**config.mk**
```make
export PLATFORM = sky130hd
export DESIGN_NAME = pm_event_sci
export DESIGN_NICKNAME = d
export VERILOG_FILES = /design/src/rtl/pm_evt_pkg.sv /design/src/rtl/pm_evt_decode.sv /design/src/rtl/pm1_evt_regs.sv /design/src/rtl/gpe_evt_regs.sv /design/src/rtl/sci_level_gen.sv /design/src/rtl/pm_event_sci.sv
export SDC_FILE = /design/constraint.sdc
export NUM_CORES = 1
export LEC_CHECK = 0
export BUFFER_PORTS_ARGS = -buffer_cell sky130_fd_sc_hd__buf_2
export CAP_MARGIN = 5
export CELL_PAD_IN_SITES_DETAIL_PLACEMENT = 1
export CELL_PAD_IN_SITES_GLOBAL_PLACEMENT = 1
export CORE_MARGIN = 2
export CORE_UTILIZATION = 30
export CTS_CLUSTER_DIAMETER = 40
export DETAILED_ROUTE_END_ITERATION = 6
export PLACE_DENSITY_LB_ADDON = 0.25
export SLEW_MARGIN = 10
export SYNTH_ARGS = -nofsm -noshare
export SYNTH_HDL_FRONTEND = slang
export SYNTH_SLANG_ARGS = --single-unit
```
**constraint.sdc**
```tcl
create_clock -name clk -period 1.3 [get_ports clk]
set_input_delay 0.065 -clock clk [delete_from_list [all_inputs] [get_ports clk]]
set_output_delay 0.065 -clock clk [all_outputs]
set_load 0.03 [all_outputs]
```
**src/rtl/pm_evt_pkg.sv**
```systemverilog
package pm_evt_pkg;
  localparam int DATA_W = 16;

  // register offsets on the I/O bus
  localparam int OFS_PM1_STS = 'h0;
  localparam int OFS_PM1_EN  = 'h2;
  localparam int OFS_GPE_STS = 'h4;
  localparam int OFS_GPE_EN  = 'h5;

  // access widths in bytes
  localparam logic [2:0] PM1_BYTES = 3'd2;
  localparam logic [2:0] GPE_BYTES = 3'd1;

  // event status / enable bit positions
  localparam int BIT_TMR    = 0;
  localparam int BIT_BUSM   = 4;
  localparam int BIT_GLOBAL = 5;
  localparam int BIT_PWRBTN = 8;
  localparam int BIT_SLPBTN = 9;
  localparam int BIT_RTC    = 10;
  localparam int BIT_WAKE   = 15;

  localparam logic [DATA_W-1:0] PM1_W1C_MASK =
    (16'h1 << BIT_WAKE) | (16'h1 << BIT_RTC) | (16'h1 << BIT_SLPBTN) |
    (16'h1 << BIT_PWRBTN) | (16'h1 << BIT_BUSM);
  localparam logic [DATA_W-1:0] PM1_EN_KEEP =
    (16'h1 << BIT_RTC) | (16'h1 << BIT_PWRBTN) | (16'h1 << BIT_GLOBAL);
  localparam logic [DATA_W-1:0] PM1_IRQ_PAIRS =
    (16'h1 << BIT_TMR) | (16'h1 << BIT_GLOBAL) | (16'h1 << BIT_PWRBTN) |
    (16'h1 << BIT_SLPBTN) | (16'h1 << BIT_RTC);

  typedef enum logic [2:0] {
    SEL_NONE,
    SEL_PM1_STS,
    SEL_PM1_EN,
    SEL_GPE_STS,
    SEL_GPE_EN
  } reg_sel_e;
endpackage

```
**src/rtl/pm_evt_decode.sv**
```systemverilog
module pm_evt_decode
  import pm_evt_pkg::*;
#(
  parameter int ADDR_W = 4
) (
  input  logic              req_valid,
  input  logic [ADDR_W-1:0] req_addr,
  input  logic [2:0]        req_bytes,
  output reg_sel_e          sel,
  output logic              accept,
  output logic              reject
);
  logic size_ok;

  always_comb begin
    sel     = SEL_NONE;
    size_ok = 1'b0;
    if (req_addr == ADDR_W'(OFS_PM1_STS)) begin
      sel = SEL_PM1_STS; size_ok = (req_bytes == PM1_BYTES);
    end else if (req_addr == ADDR_W'(OFS_PM1_EN)) begin
      sel = SEL_PM1_EN;  size_ok = (req_bytes == PM1_BYTES);
    end else if (req_addr == ADDR_W'(OFS_GPE_STS)) begin
      sel = SEL_GPE_STS; size_ok = (req_bytes == GPE_BYTES);
    end else if (req_addr == ADDR_W'(OFS_GPE_EN)) begin
      sel = SEL_GPE_EN;  size_ok = (req_bytes == GPE_BYTES);
    end
  end

  assign accept = req_valid && (sel != SEL_NONE) && size_ok;
  assign reject = req_valid && !accept;
endmodule

```
**src/rtl/pm1_evt_regs.sv**
```systemverilog
module pm1_evt_regs
  import pm_evt_pkg::*;
(
  input  logic              clk,
  input  logic              rst,
  input  logic              sts_we,
  input  logic              en_we,
  input  logic [DATA_W-1:0] wdata,
  input  logic              pwrbtn_set,
  output logic [DATA_W-1:0] sts_q,
  output logic [DATA_W-1:0] en_q
);
  logic [DATA_W-1:0] clr_bits;
  logic [DATA_W-1:0] sts_d;

  always_comb begin
    clr_bits = sts_we ? (wdata & PM1_W1C_MASK) : '0;
    sts_d    = sts_q & ~clr_bits;
    // an event in the same cycle as a clear keeps the flag
    if (pwrbtn_set) sts_d[BIT_PWRBTN] = 1'b1;
  end

  always_ff @(posedge clk) begin
    if (rst) begin
      sts_q <= '0;
      en_q  <= '0;
    end else begin
      sts_q <= sts_d;
      if (en_we) en_q <= wdata & PM1_EN_KEEP;
    end
  end
endmodule

```
**src/rtl/gpe_evt_regs.sv**
```systemverilog
module gpe_evt_regs #(
  parameter int               GPE_W     = 8,
  parameter logic [GPE_W-1:0] GPE_VALID = 'h01,
  parameter int               IDX_W     = (GPE_W > 1) ? $clog2(GPE_W) : 1
) (
  input  logic             clk,
  input  logic             rst,
  input  logic             sts_we,
  input  logic             en_we,
  input  logic [GPE_W-1:0] wdata,
  input  logic             raise,
  input  logic [IDX_W-1:0] raise_idx,
  output logic [GPE_W-1:0] sts_q,
  output logic [GPE_W-1:0] en_q
);
  logic [GPE_W-1:0] raise_hot;
  logic [GPE_W-1:0] clr_bits;

  for (genvar i = 0; i < GPE_W; i++) begin : g_hot
    assign raise_hot[i] = raise && (raise_idx == IDX_W'(i));
  end

  assign clr_bits = sts_we ? (wdata & GPE_VALID) : '0;

  always_ff @(posedge clk) begin
    if (rst) begin
      sts_q <= '0;
      en_q  <= '0;
    end else begin
      // set has priority over a clear of the same bit
      sts_q <= ((sts_q & ~clr_bits) | raise_hot) & GPE_VALID;
      if (en_we) en_q <= wdata & GPE_VALID;
    end
  end
endmodule

```
**src/rtl/sci_level_gen.sv**
```systemverilog
module sci_level_gen
  import pm_evt_pkg::*;
#(
  parameter int GPE_W = 8
) (
  input  logic              clk,
  input  logic              rst,
  input  logic [DATA_W-1:0] pm1_sts,
  input  logic [DATA_W-1:0] pm1_en,
  input  logic [GPE_W-1:0]  gpe_sts,
  input  logic [GPE_W-1:0]  gpe_en,
  output logic              sci
);
  logic pm1_hit, gpe_hit;

  assign pm1_hit = |(pm1_sts & pm1_en & PM1_IRQ_PAIRS);
  assign gpe_hit = |(gpe_sts & gpe_en);

  always_ff @(posedge clk) begin
    if (rst) sci <= 1'b0;
    else     sci <= pm1_hit || gpe_hit;
  end
endmodule

```
**src/rtl/pm_event_sci.sv**
```systemverilog
module pm_event_sci
  import pm_evt_pkg::*;
#(
  parameter int               ADDR_W    = 4,
  parameter int               GPE_W     = 8,
  parameter logic [GPE_W-1:0] GPE_VALID = 'h01,
  parameter int               IDX_W     = (GPE_W > 1) ? $clog2(GPE_W) : 1
) (
  input  logic              clk,
  input  logic              rst,
  input  logic              io_valid,
  input  logic              io_write,
  input  logic [ADDR_W-1:0] io_addr,
  input  logic [2:0]        io_bytes,
  input  logic [15:0]       io_wdata,
  output logic              io_ack,
  output logic              io_err,
  output logic [15:0]       io_rdata,
  input  logic              pwrbtn_evt,
  input  logic              gpe_raise,
  input  logic [IDX_W-1:0]  gpe_raise_idx,
  output logic              sci
);
  reg_sel_e          sel;
  logic              accept, reject;
  logic [DATA_W-1:0] pm1_sts_q, pm1_en_q;
  logic [GPE_W-1:0]  gpe_sts_q, gpe_en_q;
  logic [DATA_W-1:0] rd_mux;
  logic              wr_ok, rd_ok;

  assign wr_ok = accept && io_write;
  assign rd_ok = accept && !io_write;

  pm_evt_decode #(.ADDR_W(ADDR_W)) u_dec (
    .req_valid (io_valid),
    .req_addr  (io_addr),
    .req_bytes (io_bytes),
    .sel       (sel),
    .accept    (accept),
    .reject    (reject)
  );

  pm1_evt_regs u_pm1 (
    .clk        (clk),
    .rst        (rst),
    .sts_we     (wr_ok && sel == SEL_PM1_STS),
    .en_we      (wr_ok && sel == SEL_PM1_EN),
    .wdata      (io_wdata),
    .pwrbtn_set (pwrbtn_evt),
    .sts_q      (pm1_sts_q),
    .en_q       (pm1_en_q)
  );

  gpe_evt_regs #(.GPE_W(GPE_W), .GPE_VALID(GPE_VALID), .IDX_W(IDX_W)) u_gpe (
    .clk       (clk),
    .rst       (rst),
    .sts_we    (wr_ok && sel == SEL_GPE_STS),
    .en_we     (wr_ok && sel == SEL_GPE_EN),
    .wdata     (io_wdata[GPE_W-1:0]),
    .raise     (gpe_raise),
    .raise_idx (gpe_raise_idx),
    .sts_q     (gpe_sts_q),
    .en_q      (gpe_en_q)
  );

  sci_level_gen #(.GPE_W(GPE_W)) u_sci (
    .clk     (clk),
    .rst     (rst),
    .pm1_sts (pm1_sts_q),
    .pm1_en  (pm1_en_q),
    .gpe_sts (gpe_sts_q),
    .gpe_en  (gpe_en_q),
    .sci     (sci)
  );

  always_comb begin
    unique case (sel)
      SEL_PM1_STS: rd_mux = pm1_sts_q;
      SEL_PM1_EN:  rd_mux = pm1_en_q;
      SEL_GPE_STS: rd_mux = DATA_W'(gpe_sts_q);
      SEL_GPE_EN:  rd_mux = DATA_W'(gpe_en_q);
      default:     rd_mux = '0;
    endcase
  end

  always_ff @(posedge clk) begin
    if (rst) begin
      io_ack   <= 1'b0;
      io_err   <= 1'b0;
      io_rdata <= '0;
    end else begin
      io_ack   <= io_valid;
      io_err   <= reject;
      io_rdata <= rd_ok ? rd_mux : '0;
    end
  end
endmodule

```
==> results by group <==
Cells and area
  • Layout net count: ~180
  • Fin util: 0.457
  • Fillers: 341
  • Final Cell Area: about 1300 µm²
  • Multi-input gate area: 468 µm²
  • Sequential cell area: 400 µm²
  • Inserted Diodes: 0
  • Share of cells above drive strength 1: 0.421
  • Layout area overhead: 41.4%

Synthesis
  • Top-count cell post-synth: dfxtp_1
  • Synth Instances: 90
  • Post-synthesis sequential area ratio: 0.442
  • Post-synth top area share: 0.442
  • Synthesized area per cell: 10.1 µm²
  • Synth Area in Compound Gates: 0.207
  • Mapped Area: 906 µm²
  • Synth warnings: 0
  • Mux contribution to synthesized area: 0.0221
  • Post-synth ARST share: 0
  • Synth Area in XOR/XNOR: 0
  • Adder-Cell Fraction of Synth Area: 0
  • Post-synth top area cell: dfxtp_1
  • Commonest cells in the netlist: 20 x dfxtp_1, 10 x a21oi_1, 9 x buf_4
  • Yosys cell types: 34
  • Synth area leaders: dfxtp_1 44%, buf_4 7.5%, a21oi_1 5.5%
  • Yosys reg bits: 20
  • EDFF count, synth: 0
  • Post-Synth Simple-Gate Area: 0.238
  • Most used DFF post-synth: dfxtp_1
  • Largest family of logic cells by synthesized area: simple AND/OR/NAND/NOR gates

Min path
  • Min-delay src: gpe_raise_idx[1]
  • Hold path depth: 3
  • Hold Path End: u_gpe.sts_q[0]
  • Hold WC Path Type: input port to register

Clocking
  • CTS buffer count: 3
  • CTS Sinks: 20
  • Clock slew at reported path FFs: 0.10 ns
  • Clock root cell: clkbuf_4
  • Longest Clk Path Bufs: 2
  • CTS tree: built
  • H-tree levels: 1
  • Post-CTS Setup Inserts: 0
  • Worst skew pair latency: approximately 0.30 ns

STA
  • Peak Freq: 848 MHz
  • Pins Over Slew Limit: 0
  • Final WS setup: around 0.12 ns
  • Finish-stage setup viols: 0
  • Fin. Hold Viols: 0
  • WHS: 0.0269 ns
  • Final period utilization: 0.907
  • Clk_skew: 0.00413 ns
  • RSZ-0062 raised after global routing: no
  • Tmin final: 1.18 ns

Worst setup path
  • Worst r2r path cells: 2
  • CP Launch Type: input port
  • R2R Path Start: u_pm1.sts_q[10]
  • Max Fanout on Critical Path: 7
  • CP arrival: 1.36 ns
  • FF-to-FF End: u_sci.sci
  • Crit. End Element: register
  • Kind of critical path: input port to register
  • Worst EP required: 1.48 ns
  • R2R Setup Slk: 0.41 ns

Floorplanning
  • Core Region: 2810 µm²
  • # IOs: ~50
  • Rows: 19
  • Die Y: 59.0 µm
  • Die ar.: 3480 µm²
  • Die W: 59.0 µm
  • Initial Utilization: 0.323

Global route
  • Vias in the first global route: 931
  • Largest net degree at the start of global routing: 15
  • Total GRT Usage: 0.155
  • Global-route wire length before repair: 4.01 mm
  • GR Overflow Total: 0
  • Initial antenna violation count: 0

Placement
  • Dpl ws: -0.246 ns
  • Port bufs: 32
  • DP HPWL: approximately 1.9 mm
  • Placed inst area: between 1000 and 1500 µm²
  • RD Place Congestion: 0.796

Power
  • PwrDens: 906 nW/µm²
  • Overall Power: 0.00116 W
  • Peak supply drop: 551 µV
  • Leakage: 0.594 nW

Flow run
  • Max Cap Violations: 0

Status
  • Failing checks: design-rule violations
  • Status: finished with violations

Route
  • Routed Antenna Nets: 0
  • Routed WL per cell: 13.9 µm
  • 1st-iter DRT viols: 18
  • Vias/cell: 5.04
  • Number of detailed-route iterations in the first pass: 6
  • Total wire length: 2.44 mm
  • Via count: 887
  • Remaining DRCs: 2
-- through the flow --
step | std cells | setup TNS [ns]
2_1_floorplan | 98 | 0
3_3_place_gp | 167 | -1.56
3_5_place_dp | 167 | -2.50
4_1_cts | 176 | 0
5_1_grt | 176 | 0
6_report | 176 | 0
-- flip-flops by register name, summed over array words and instances (netlist names) --
register,count
io_ack,1
io_err,1
u_pm1.sts_q,5
u_gpe.sts_q,1
u_sci.sci,1
u_gpe.en_q,1
io_rdata,7
u_pm1.en_q,3
-- worst max-delay path, stage by stage --
cell       delay (ns)
buf_2            0.12
o41ai_4          0.41
o2111ai_4        0.23
buf_4            0.20
o31ai_1          0.22
a21oi_1          0.10
-- placed cells by master (no fill, tap or decap), types with 2 or more instances in the layout --
cell type,instances
a21oi_1,10
a22oi_1,2
and3_1,5
buf_2,32
buf_4,16
clkbuf_4,3
conb_1,9
dfxtp_1,20
dlygate4sd3_1,5
inv_1,2
mux2i_1,2
nand2_1,2
nand2b_1,5
nand4_1,3
nor2_1,3
nor3_1,2
o31ai_1,4
-- where the power goes --
group          leakage [nW]  switching [W]  total, W  internal, W
registers             0.162     0.00000313  0.000622     0.000619
logic                 0.411       0.000109  0.000187    0.0000776
clock network        0.0210       0.000180  0.000351     0.000171
-- layer usage --
metal	vias to the layer above	routed length (µm)	track usage
li1	431	-	-
met1	429	998	0.167
met2	25	1310	0.287
met3	2	109	0.0418
met4	0	22	0.0519
met5	-	0	0
-- logic make-up (layout without fill, tap and decap cells) --
logic type,count (synthesis),in the layout
AND/OR/NAND/NOR,32,32
AO/OA/AOI/OAI,23,23
flip-flops,20,20
buffers and inverters,12,59
multiplexers,2,2
other,1,9
-- how the worst max path moves through the flow --
stage / startpoint / end
6_report: io_addr[0] / u_pm1.en_q[8]
5_1_grt: io_addr[0] / u_gpe.sts_q[0]
4_1_cts: io_addr[0] / u_pm1.en_q[8]
3_5_place_dp: io_addr[0] / u_pm1.en_q[8]
3_3_place_gp: io_addr[0] / u_pm1.sts_q[8]
2_1_floorplan: io_addr[0] / io_rdata[0]
-- repair_timing --
| action | in CTS | in global routing |
|---|---|---|
| hold endpoints to repair | 5 | 0 |
| gates resized for setup | 0 | 1 |
| hold buffers | 5 | 0 |
| setup endpoints to repair | 0 | 3 |
-- cell type report --
type / count / area share
Multi-Input combinational cell: 66 / 0.365
Sequential cell: 20 / 0.312
Timing Repair Buffer: 53 / 0.258
Tap cell: 31 / 0.0303
Clock buffer: 4 / 0.0283
Inverter: 2 / 0.00586
(Power assumes the default switching activity.)
